File: src/rtl/sectbus_pkg.sv
package sectbus_pkg;

  typedef enum logic {
    MODE_ADDRESSED = 1'b0,
    MODE_FIXED     = 1'b1
  } sel_mode_e;

  // number of sectors that hold at least one configured queue
  function automatic int sectors_needed(input int nq, input int busw);
    return (nq + busw - 1) / busw;
  endfunction

  // a requested sector beyond the configured ones falls back to sector 0
  function automatic int clip_sector(input int req, input int act);
    return (req < act) ? req : 0;
  endfunction

  // queue index carried on bus bit g while sector s is shown
  function automatic int queue_index(input int s, input int g, input int busw);
    return s * busw + g;
  endfunction

endpackage

File: src/rtl/sectbus_mode_cap.sv
module sectbus_mode_cap (
  input  logic                   clk,
  input  logic                   rst_n,
  input  logic                   mode_pin,
  output sectbus_pkg::sel_mode_e mode_q
);
  import sectbus_pkg::*;

  always_ff @(posedge clk) begin
    if (!rst_n) mode_q <= mode_pin ? MODE_FIXED : MODE_ADDRESSED;
  end

endmodule

File: src/rtl/sectbus_sel.sv
module sectbus_sel #(
  parameter int ID_W    = 3,
  parameter int SEC_W   = 1,
  parameter int ACT_SEC = 2,
  localparam int ADDR_W = ID_W + SEC_W
) (
  input  logic                   clk,
  input  logic                   rst_n,
  input  logic                   mode_pin,
  input  sectbus_pkg::sel_mode_e mode_q,
  input  logic [ADDR_W-1:0]      wr_addr,
  input  logic                   sel_strobe,
  input  logic                   wr_qsel,
  input  logic [ID_W-1:0]        dev_id,
  output logic [SEC_W-1:0]       sector_q,
  output logic                   own_q,
  output logic                   accept_ev,
  output logic                   foreign_ev,
  output logic                   blocked_ev
);
  import sectbus_pkg::*;

  logic              req_ev;
  logic              live_ev;
  logic              id_hit;
  logic [SEC_W-1:0]  sector_next;

  assign req_ev     = (mode_q == MODE_ADDRESSED) && sel_strobe;
  assign blocked_ev = req_ev && wr_qsel;
  assign live_ev    = req_ev && !wr_qsel;
  assign id_hit     = (wr_addr[ADDR_W-1:SEC_W] == dev_id);
  assign accept_ev  = live_ev && id_hit;
  assign foreign_ev = live_ev && !id_hit;

  assign sector_next = SEC_W'(clip_sector(int'(wr_addr[SEC_W-1:0]), ACT_SEC));

  always_ff @(posedge clk) begin
    if (!rst_n) begin
      sector_q <= '0;
      own_q    <= mode_pin || (dev_id == '0);
    end else if (accept_ev) begin
      sector_q <= sector_next;
      own_q    <= 1'b1;
    end else if (foreign_ev) begin
      own_q    <= 1'b0;
    end
  end

endmodule

File: src/rtl/sectbus_mux.sv
module sectbus_mux #(
  parameter int NUM_QUEUES  = 16,
  parameter int QUEUE_SLOTS = 16,
  parameter int BUS_W       = 8,
  parameter int TOT_SEC     = 2,
  parameter int SEC_W       = 1
) (
  input  logic [QUEUE_SLOTS-1:0] q_status,
  input  logic [SEC_W-1:0]       sector_q,
  output logic [BUS_W-1:0]       flag_bus
);
  import sectbus_pkg::*;

  logic [TOT_SEC-1:0] column [BUS_W];

  for (genvar g = 0; g < BUS_W; g++) begin : g_bit
    for (genvar s = 0; s < TOT_SEC; s++) begin : g_sec
      localparam int QIDX = queue_index(s, g, BUS_W);
      if (QIDX < NUM_QUEUES) begin : g_live
        assign column[g][s] = q_status[QIDX];
      end else begin : g_unused
        assign column[g][s] = 1'b0;
      end
    end
    assign flag_bus[g] = column[g][sector_q];
  end

endmodule

File: src/rtl/sectbus_flag_sel.sv
module sectbus_flag_sel #(
  parameter int NUM_QUEUES  = 16,
  parameter int QUEUE_SLOTS = 16,
  parameter int BUS_W       = 8,
  parameter int ID_W        = 3,
  localparam int TOT_SEC    = QUEUE_SLOTS / BUS_W,
  localparam int SEC_W      = (TOT_SEC > 1) ? $clog2(TOT_SEC) : 1,
  localparam int ADDR_W     = ID_W + SEC_W
) (
  input  logic                   clk,
  input  logic                   rst_n,
  input  logic                   mode_pin,
  input  logic [QUEUE_SLOTS-1:0] q_status,
  input  logic [ADDR_W-1:0]      wr_addr,
  input  logic                   sel_strobe,
  input  logic                   wr_qsel,
  input  logic [ID_W-1:0]        dev_id,
  output logic [BUS_W-1:0]       flag_bus,
  output logic                   bus_oe
);
  import sectbus_pkg::*;

  localparam int ACT_SEC = sectors_needed(NUM_QUEUES, BUS_W);

  sel_mode_e         mode_q;
  logic [SEC_W-1:0]  sector_q;
  logic              own_q;
  logic              accept_ev;
  logic              foreign_ev;
  logic              blocked_ev;

  sectbus_mode_cap u_mode (
    .clk      (clk),
    .rst_n    (rst_n),
    .mode_pin (mode_pin),
    .mode_q   (mode_q)
  );

  sectbus_sel #(
    .ID_W    (ID_W),
    .SEC_W   (SEC_W),
    .ACT_SEC (ACT_SEC)
  ) u_sel (
    .clk        (clk),
    .rst_n      (rst_n),
    .mode_pin   (mode_pin),
    .mode_q     (mode_q),
    .wr_addr    (wr_addr),
    .sel_strobe (sel_strobe),
    .wr_qsel    (wr_qsel),
    .dev_id     (dev_id),
    .sector_q   (sector_q),
    .own_q      (own_q),
    .accept_ev  (accept_ev),
    .foreign_ev (foreign_ev),
    .blocked_ev (blocked_ev)
  );

  sectbus_mux #(
    .NUM_QUEUES  (NUM_QUEUES),
    .QUEUE_SLOTS (QUEUE_SLOTS),
    .BUS_W       (BUS_W),
    .TOT_SEC     (TOT_SEC),
    .SEC_W       (SEC_W)
  ) u_mux (
    .q_status (q_status),
    .sector_q (sector_q),
    .flag_bus (flag_bus)
  );

  assign bus_oe = own_q;

endmodule

File: config.mk
export PLATFORM = sky130hd
export DESIGN_NAME = sectbus_flag_sel
export DESIGN_NICKNAME = d
export VERILOG_FILES = /design/src/rtl/sectbus_pkg.sv /design/src/rtl/sectbus_mode_cap.sv /design/src/rtl/sectbus_sel.sv /design/src/rtl/sectbus_mux.sv /design/src/rtl/sectbus_flag_sel.sv
export SDC_FILE = /design/constraint.sdc
export NUM_CORES = 1
export LEC_CHECK = 0
export ABC_AREA = 1
export CORE_AREA = 5 5 42 44
export CTS_CLUSTER_DIAMETER = 40
export DETAILED_ROUTE_END_ITERATION = 7
export DIE_AREA = 0 0 47 49
export GPL_TIMING_DRIVEN = 0
export PLACE_DENSITY_LB_ADDON = 0.08
export SLEW_MARGIN = 5
export SYNTH_ARGS = -nofsm -noshare
export SYNTH_HDL_FRONTEND = slang
export SYNTH_SLANG_ARGS = --single-unit
File: constraint.sdc
create_clock -name clk -period 1.3 [get_ports clk]
set_clock_uncertainty 0.1 [all_clocks]
set_input_delay 0.39 -clock clk [delete_from_list [all_inputs] [get_ports clk]]
set_output_delay 0.39 -clock clk [all_outputs]
set_load 0.05 [all_outputs]
# Word-level counts from Yosys, hierarchy flattened
# Cells that the tools add are included.
classes:
  order_cmp: 1
  n_eq_ne: 2
  mux: 20
  bitwise: 1
  reduce_logical: 8
op_table:
  columns: ["cell", "count"]
  rows:
  - ["$mux W1", 20]
  - ["$logic_and A1 B1 Y1", 4]
  - ["$eq A3 B3 Y1", 1]
  - ["$logic_not A3 Y1", 1]
  - ["$ne A3 B1 Y1 const B", 1]
  - ["$logic_not A1 Y1", 2]
  - ["$lt A1 B2 Y1 const B", 1]
  - ["$logic_or A1 B1 Y1", 1]
  - ["$not A1 Y1", 1]
totals:
  reg_bits: 3
  inputBits: 28
  elab_cells: 35

# Longest topological paths before layout
# Gate-level depths: netlist of run 1.
depth:
  ltp_word: 7
  ltp_mapped: 7
  depth_no_buf: 7

# Cells and area by module
# From an unflattened synthesis of run 1, not the netlist that was laid out.
hier_totals:
  hier_cells: 71
  area_unflattened_um2: 369.1
by_module_without_submodules:
  columns: ["module", "instances", "cells_each", "area_each_um2", "seq_area_each_um2"]
  rows:
  - ["sectbus_sel", 1, 43, 230.2, 50.0]
  - ["sectbus_mux", 1, 26, 105.1, 0.0]
  - ["sectbus_mode_cap", 1, 2, 33.8, 30.0]

# Least setup slack after synthesis of run 1
# No wires, ideal clock.
synth_path:
  path_kind: "register -> output"
  start: "register u_sel.sector_q"
  end: "output flag_bus[0]"
  arrival_time_ns: 0.965
  required_time_ns: 0.810
  slack_ns: -0.155
  stages_incl_launch_ff: 3
  n_path_buf: 1
  path_cell_list: "dfxtp_1 > buf_4 > mux2_1"
synth_between:
  elab_chain_len: 2
synth_rtl:
  columns: ["item", "line_no", "source"]
  rows:
  - ["start: declaration", "sectbus_sel.sv:15", "output logic [SEC_W-1:0] sector_q,"]
  - ["start signal: assignment", "sectbus_sel.sv:42", "sector_q <= sector_next;"]
  - ["$mux W1 (not written as such) (2 in series)", "sectbus_mux.sv:25", "assign flag_bus[g] = column[g][sector_q];"]
  - ["end: declaration", "sectbus_flag_sel.sv:18", "output logic [BUS_W-1:0] flag_bus,"]
# No other way between the ends. The select of a mux whose other input is x is not followed.

# Worst setup path in the final report of run 1
layout_path:
  start: "register u_sel.sector_q"
  end: "output flag_bus[5]"
# Same word-level chain as after synthesis.

==> impl_metrics.py, run 1 <==
metrics = {
    "placed_design": {
        "placed_cell_area_sq_um": 743,
        "post-place-cells": 95,
        "pre_cts_ws_ps": -1010,
        "place_congestion": 0.702,
        "dp_hpwl_um": 961,
        "numPortBuffers": 36,
    },
    "cts": {
        "insertion_delay_ps": 230,
        "cts-root-buf": "clkbuf_4",
        "cts_buffers": 3,
        "tritoncts": "yes",
        "path_clk_slew_ps": 40,
        "cts_max_level": 1,
        "cts_sinks": 3,
        "cts_buffer_depth": 2,
    },
    "logic_synthesis": {
        "synth-edff-count": 2,
        "synth_ff_type": "edfxtp_1",
        "yosysWarnings": 0,
        "synth_top_area_cell": "mux2_1",
        "yosysTopAreaCellShare_pct": 20.6,
        "synthCells": 43,
        "synth_most_common_cell": "inv_1",
        "synth_common_cells": "inv_1, nand2_1, mux2_1",
        "async_reset_ff_share_pct": 0,
        "syn_area_per_cell_sq_um": 7.62,
        "netlist_area_sq_um": 328,
        "ys_seq_elements": 3,
        "synth_cell_type_count": 14,
        "synth.area.top_cells": "mux2_1, edfxtp_1, inv_1",
        "syn-num-nets": 71,
        "yosysSeqAreaShare_pct": 24.4,
    },
    "timing": {
        "timing.fmax_ghz": 0.603,
        "finalMaxSlewViolations": 0,
        "hold_violations": 0,
        "hold_slack_ps": 360,
        "tightest_slew_ps": 156,
        "tns_ps": -2840,
        "setup_viol": 8,
        "rsz0062_at_grt": "true",
        "period_share_pct": 128,
        "min_period_ps": 1660,
        "layout_setup_ws_ps": -358,
        "max_slew_margin_pct": 89.5,
    },
    "detailed_routing": {
        "num_vias": 426,
        "vias_per_cell": 4.26,
        "wl_per_cell_um": 11.3,
        "wirelength_mm": 1.13,
        "drt_pass1_iterations": 2,
        "drtIter0Drc": 2,
        "drc": 0,
        "ant_nets": 0,
    },
    "finish": {
        "final_area_sq_um": 813,
        "fin_cells": 100,
        "final_nets": 113,
        "drive_above_1_share_pct": 38.1,
        "syn2layout_area_growth_pct": 148,
        "diodes": 0,
    },
    "setup_path": {
        "rrSetupSlack_ps": 280,
        "reg2reg_to": "u_sel.sector_q",
        "worstSetupStartpointType": "register",
        "rr_worst_depth": 6,
        "r2r_start": "u_mode.mode_q",
        "cp_max_fo": 9,
        "crit_type": "reg2out",
        "critPathArrivalTime_ps": 1170,
        "end_kind": "primary output",
        "crit_required_ps": 810,
    },
    "power": {
        "p_per_area_nw_per_um2": 647,
        "ir_drop_mv": 0.458,
        "p_leak_nw": 0.441,
    },
    "grt": {
        "track_usage_pct": 9.22,
        "grt_pass1_vias": 374,
        "gr-total-overflow": 0,
        "grt_max_degree": 10,
        "grt_pass1_wl_mm": 1.50,
        "antenna_found_initial": 0,
    },
    "min_path": {
        "min_to": "u_sel.sector_q",
        "min_from": "rst_n",
        "hp-class": "in2reg",
        "hold_depth": 3,
    },
    "die": {
        "rows": 14,
        "die_y_um": 49,
        "initial_utilization_pct": 23.4,
        "dieArea_sq_um": 2300,
        "design.core.area_sq_um": 1400,
        "io_pins": 37,
        "die_x_um": 47,
    },
    "flow_run": {
        "cap_violations": 0,
    },
    "run_status": {
        "violations": "setup timing",
        "status": "finished, violations left",
    },
}
==> routing by layer <==
layer	vias to the layer above	share of wire, %	global-route usage (%)
met4	0	0	4.15
met1	174	32	8.33
li1	216	-	-
met5	-	0	0
met2	36	44	14.7
met3	0	24	7.01
==> logic make-up after synthesis <==
logic type             after synthesis  synth area share [%]
multiplexers                         8                  27.5
AO/OA/AOI/OAI                        2                  4.20
buffers and inverters               11                  13.7
AND/OR/NAND/NOR                     19                  30.1
flip-flops                           3                  24.4
==> metrics by stage <==
step / util [%] / total power [mW]
floorplan: - / 0.240
global placement: 53.0 / 0.359
detailed placement: 53.0 / 0.362
CTS: 57.0 / 0.535
global route: 58.0 / 0.559
finish: 58.0 / 0.526
==> how the worst max path moves through the flow <==
stage	startpoint	end
finish	u_sel.sector_q	flag_bus[5]
global route	u_sel.sector_q	flag_bus[5]
CTS	u_sel.sector_q	flag_bus[1]
detailed placement	q_status[9]	flag_bus[1]
global placement	q_status[11]	flag_bus[3]
floorplan	u_sel.sector_q	flag_bus[0]
==> layout by cell type, fill, tap and decap left out, drive strengths merged <==
master / count
a21oi: 1
buf: 11
clkbuf: 4
clkdlybuf4s50: 4
dfxtp: 1
dlygate4sd2: 20
dlymetal6s2s: 3
edfxtp: 2
inv: 10
mux2: 8
nand2: 12
nand3: 3
nor2: 3
nor3: 1
o21ai: 1
==> flip-flops by register name, summed over array words and instances, names as in the netlist <==
register and flops:
u_mode.mode_q 1, u_sel.own_q 1, u_sel.sector_q 1
==> critical path, stage by stage (launching register included) <==
cell and delay (ps):
dfxtp_2 320, buf_8 140, mux2_4 320, buf_8 150
==> power by group <==
part	switching, mW	internal (mW)
Clock	0.0494	0.115
Sequential	0.00140	0.109
Combinational	0.122	0.129
Total	0.173	0.353
==> timing repair <==
action | CTS | global route
setup buffers | 1 | 0
setup endpoints to repair | 11 | 11
pin swaps | 1 | 3
hold buffers | 0 | 0
resized for setup | 92 | 6
==> cell type report <==
class                   instances  area (sq um)
repair buffers                 37           388
multi-input cells              29           245
plain buffers                   1          15.0
clock buffers                   4          26.3
flip-flops and latches          3          81.3
inverters                      10          37.5
well taps                      16          20.0
fillers                       140           588
Note: power is estimated with default switching activity, not from simulation.
==> run 2: changes to the inputs <==
--- a/config.mk
+++ b/config.mk
@@ -11,7 +11,7 @@
 export DETAILED_ROUTE_END_ITERATION = 7
 export DIE_AREA = 0 0 47 49
 export GPL_TIMING_DRIVEN = 0
-export PLACE_DENSITY_LB_ADDON = 0.08
+export PLACE_DENSITY = 0.75
 export SLEW_MARGIN = 5
 export SYNTH_ARGS = -nofsm -noshare
 export SYNTH_HDL_FRONTEND = slang
==> run 2 against run 1 <==
The run still ends with setup timing left. Critical path depth is the same. Sequential power barely moved. Cell area is 0.77% higher. Critical path type unchanged. Critical endpoint is now flag_bus[0].
==> impl_metrics.py, run 2 (synthesis gave the netlist of run 1 again) <==
metrics = {
    "setup_path": {
        "critPathArrivalTime_ps": 1160,
        "cp_max_fo": 9,
        "crit_required_ps": 810,
        "end_kind": "primary output",
        "path_cells": "buf_8 -> mux2_4 -> buf_8",
        "worstSetupStartpointType": "register",
        "cp_slowest_cell": "dfxtp_2",
        "crit_type": "reg2out",
        "critPathMostFrequentCell": "buf_8",
        "slowest_delay_ps": 320,
    },
    "detailed_routing": {
        "drtIter0Drc": 0,
        "vias_per_cell": 4.22,
        "drt_pass1_iterations": 1,
        "num_vias": 422,
        "drc": 0,
        "ant_nets": 0,
        "wl_per_cell_um": 11.0,
        "wirelength_mm": 1.10,
    },
    "die": {
        "die_x_um": 47,
        "rows": 14,
        "initial_utilization_pct": 23.4,
        "dieArea_sq_um": 2300,
        "die_y_um": 49,
        "design.core.area_sq_um": 1400,
        "io_pins": 37,
    },
    "flow_run": {
        "cap_violations": 0,
    },
    "placed_design": {
        "numPortBuffers": 36,
        "place_congestion": 0.708,
        "pre_cts_ws_ps": -979,
        "placed_cell_area_sq_um": 743,
        "dp_hpwl_um": 886,
    },
    "cts": {
        "cts_buffer_depth": 2,
        "insertion_delay_ps": 230,
        "path_clk_slew_ps": 30,
        "tritoncts": "yes",
        "cts-root-buf": "clkbuf_4",
        "ctsHoldBuffers": 0,
        "cts_max_level": 1,
        "cts_sinks": 3,
        "cts_buffers": 3,
    },
    "finish": {
        "reg_top3": "u_mode.mode_q x1, u_sel.own_q x1, u_sel.sector_q x1",
        "mostFrequentLayoutCells": "dlygate4sd2_1, inv_1, buf_8",
        "final_common_cell": "dlygate4sd2_1",
        "final_nets": 113,
        "syn2layout_area_growth_pct": 150,
        "final_area_sq_um": 820,
        "diodes": 0,
        "drive_above_1_share_pct": 39.3,
    },
    "grt": {
        "grt_pass1_vias": 435,
        "grt_pass1_wl_mm": 1.75,
        "antenna_found_initial": 0,
        "track_usage_pct": 10.9,
        "grt_max_degree": 10,
        "gr-total-overflow": 0,
    },
    "timing": {
        "min_period_ps": 1650,
        "hold_violations": 0,
        "tightest_slew_ps": 175,
        "timing.fmax_ghz": 0.605,
        "hold_slack_ps": 374,
        "finalMaxSlewViolations": 0,
        "period_share_pct": 127,
        "layout_setup_ws_ps": -352,
        "setup_viol": 8,
        "rsz0062_at_grt": "true",
        "max_slew_margin_pct": 88.3,
    },
    "power": {
        "power.total_uw": 526,
        "ir_drop_mv": 0.330,
        "p_per_area_nw_per_um2": 642,
        "p_leak_nw": 0.444,
    },
    "min_path": {
        "hp-class": "in2reg",
    },
    "run_status": {
        "status": "finished, violations left",
        "violations": "setup timing",
    },
}
## run 2: report_power, final
group | internal, mW | leakage [nW] | switching (mW)
Sequential | 0.109 | 0.0287 | 0.00186
Combinational | 0.129 | 0.401 | 0.124
Clock | 0.115 | 0.0150 | 0.0479
## run 2: worst max-delay path: cells and delay by family, from the launching register on
family	cells	cell delay [ps]
buf+inv	2	290
flops	1	320
mux	1	320
## run 2: path summary, 6_finish.rpt
check | startpoint | endpoint | slack (ps) | depth (start not counted)
min reg2reg | u_mode.mode_q | u_sel.own_q | 580 | 3
max reg2reg | u_mode.mode_q | u_sel.sector_q | 220 | 6
max | u_sel.sector_q | flag_bus[0] | -350 | 3
min | rst_n | u_sel.sector_q | 370 | 3
## run 2: area by class of cell
| class | instances | area, sq um |
|---|---|---|
| sequential | 3 | 81.3 |
| clock buffer | 4 | 26.3 |
| buffer | 1 | 15.0 |
| fill | 147 | 582 |
| multi-input combinational | 29 | 250 |
| tap | 16 | 20.0 |
| timing repair buffer | 37 | 389 |
| inverter | 10 | 37.5 |
## run 2: layer usage
metal | vias up | share of wire (%) | track usage, %
met5 | - | 0 | 0
met4 | 0 | 1.5 | 5.53
met3 | 2 | 13 | 4.80
met2 | 22 | 57 | 20.1
met1 | 181 | 29 | 9.03
li1 | 217 | - | -
## run 2: per-stage QoR
| step | TNS [ps] | instances | util [%] |
|---|---|---|---|
| floorplan | -163 | 43 | - |
| global placement | -8680 | 95 | 53.0 |
| detailed placement | -8820 | 95 | 53.0 |
| CTS | -2850 | 100 | 57.5 |
| global route | -3170 | 100 | 58.5 |
| finish | -2780 | 100 | 58.5 |
## run 2: what timing repair did
item	4_1_cts	5_1_grt
setup buffers	1	0
resized for setup	96	6
pin swaps	2	3
endpoints found under the setup margin	11	11
cloned	0	0
==> run 3: changes to the inputs <==
--- a/config.mk
+++ b/config.mk
@@ -8,10 +8,12 @@
 export ABC_AREA = 1
 export CORE_AREA = 5 5 42 44
 export CTS_CLUSTER_DIAMETER = 40
+export CTS_CLUSTER_SIZE = 30
 export DETAILED_ROUTE_END_ITERATION = 7
 export DIE_AREA = 0 0 47 49
+export DONT_BUFFER_PORTS = 1
 export GPL_TIMING_DRIVEN = 0
-export PLACE_DENSITY = 0.75
+export PLACE_DENSITY = 0.39
 export SLEW_MARGIN = 5
 export SYNTH_ARGS = -nofsm -noshare
 export SYNTH_HDL_FRONTEND = slang
==> run 3 against run 2 <==
The run still ends with setup timing left. Combinational power down 50%. Flip-flop and latch count unchanged. Critical path depth fell by 1. Critical endpoint is now flag_bus[3].
==> impl_metrics.py, run 3 (synthesis gave the netlist of run 1 again) <==
metrics = {
    "run_status": {
        "status": "finished, violations left",
        "violations": "setup timing",
    },
    "timing": {
        "layout_setup_ws_ps": -273,
        "rsz0062_at_grt": "true",
        "finalMaxSlewViolations": 0,
        "period_share_pct": 121,
        "max_slew_margin_pct": 69.7,
        "timing.fmax_ghz": 0.636,
        "hold_violations": 0,
        "min_period_ps": 1570,
        "hold_slack_ps": 158,
        "tightest_slew_ps": 456,
        "setup_viol": 9,
    },
    "setup_path": {
        "path_cells": "buf_8 -> mux2_4",
        "reg2reg_to": "u_sel.sector_q",
        "startpoint": "u_sel.sector_q",
        "slowest_delay_ps": 390,
        "cp_max_fo": 9,
        "critPathCapture": "flag_bus[3]",
        "end_kind": "primary output",
        "crit_required_ps": 810,
        "critPathArrivalTime_ps": 1080,
        "worstSetupStartpointType": "register",
        "crit_type": "reg2out",
        "rr_worst_depth": 6,
        "r2r_start": "u_mode.mode_q",
        "rrSetupSlack_ps": 210,
        "cp_slowest_cell": "mux2_4",
    },
    "power": {
        "ir_drop_mv": 0.262,
        "power.total_uw": 405,
        "pwr-share-seq_pct": 29.4,
        "clkPwrFrac_pct": 39.2,
        "power.internal_uw": 265,
        "swShare_pct": 34.6,
        "combPwrFrac_pct": 31.4,
        "switchingPower_uw": 140,
        "p_per_area_nw_per_um2": 963,
        "p_leak_nw": 0.215,
    },
    "cts": {
        "path_clk_slew_ps": 40,
        "tritoncts": "yes",
        "cts_buffer_depth": 2,
        "cts_sinks": 3,
        "insertion_delay_ps": 230,
        "cts_buffers": 3,
        "cts-root-buf": "clkbuf_4",
        "cts_max_level": 1,
    },
    "die": {
        "initial_utilization_pct": 23.4,
        "design.core.area_sq_um": 1400,
        "io_pins": 37,
        "die_x_um": 47,
        "dieArea_sq_um": 2300,
        "die_y_um": 49,
        "rows": 14,
    },
    "finish": {
        "multi_input_area_sq_um": 233,
        "final_util_pct": 30.0,
        "final_area_sq_um": 420,
        "drive_above_1_share_pct": 41.7,
        "reg_top3": "u_mode.mode_q x1, u_sel.own_q x1, u_sel.sector_q x1",
        "fillCellCount": 160,
        "regArea_sq_um": 81.3,
        "syn2layout_area_growth_pct": 28.2,
        "diodes": 0,
        "final_nets": 77,
        "mostFrequentLayoutCells": "inv_1, nand2_1, mux2_4",
        "final_common_cell": "inv_1",
    },
    "grt": {
        "grt_pass1_wl_mm": 1.26,
        "grt_max_degree": 10,
        "antenna_found_initial": 0,
        "track_usage_pct": 7.81,
        "grt_pass1_vias": 291,
        "gr-total-overflow": 0,
    },
    "placed_design": {
        "place_congestion": 0.661,
        "pre_cts_ws_ps": -43.9,
        "placed_cell_area_sq_um": 383,
        "numPortBuffers": 0,
        "dp_hpwl_um": 770,
    },
    "detailed_routing": {
        "vias_per_cell": 4.33,
        "ant_nets": 0,
        "drtIter0Drc": 0,
        "drt_pass1_iterations": 1,
        "wirelength_um": 825,
        "drc": 0,
        "num_vias": 277,
        "wl_per_cell_um": 12.9,
    },
    "min_path": {
        "hp-class": "in2reg",
    },
    "flow_run": {
        "cap_violations": 0,
    },
}
==> run 3: how the worst min path moves through the flow <==
| stage | end | from | cells past startpoint | slack, ps |
|---|---|---|---|---|
| floorplan | u_mode.mode_q | mode_pin | 0 | 390 |
| global placement | u_mode.mode_q | mode_pin | 0 | 390 |
| detailed placement | u_mode.mode_q | mode_pin | 0 | 390 |
| CTS | u_mode.mode_q | mode_pin | 0 | 150 |
| global route | u_mode.mode_q | mode_pin | 0 | 130 |
| finish | u_mode.mode_q | mode_pin | 0 | 160 |
==> run 3: cell type report <==
cell class	instances	share of cell area, %
sequential	3	19.3
clock buffer	4	6.25
inverter	10	8.93
buffer	1	3.57
tap	16	4.76
multi-input combinational	29	55.4
timing repair buffer	1	1.79
==> run 3: what timing repair did <==
action / 4_1_cts / 5_1_grt
setup endpoints to repair: 9 / 9
hold buffers: 0 / 0
endpoints found under the hold margin: 0 / 0
buffers inserted: 1 / 0
pin swaps: 0 / 0
gates resized for setup: 1 / 0
cloned: 0 / 0
==> run 3: metrics by stage <==
step | TNS [ps] | std cells
floorplan | -163 | 43
global placement | -283 | 59
detailed placement | -333 | 59
CTS | -2320 | 64
global route | -2560 | 64
finish | -2210 | 64
==> run 3: power by group through the flow <==
stage | sequential [mW] | combinational (mW) | clock, mW
2_1_floorplan | 0.120 | 0.120 | 0
3_3_place_gp | 0.120 | 0.126 | 0
3_5_place_dp | 0.120 | 0.127 | 0
4_1_cts | 0.119 | 0.129 | 0.168
5_1_grt | 0.119 | 0.135 | 0.188
6_report | 0.119 | 0.127 | 0.159
==> run 3: layer usage <==
metal | wire length, um | global-route usage [%] | share of wire (%)
met1 | 264 | 7.02 | 32
met2 | 439 | 11.3 | 53
met3 | 121 | 5.17 | 15
met4 | 0 | 6.91 | 0
met5 | 0 | 0 | 0
==> run 3: critical path: cells and delay by family, from the launching register on <==
| family | cells | cell delay, ps |
|---|---|---|
| multiplexers | 1 | 390 |
| flip-flops | 1 | 320 |
| buffers and inverters | 1 | 140 |
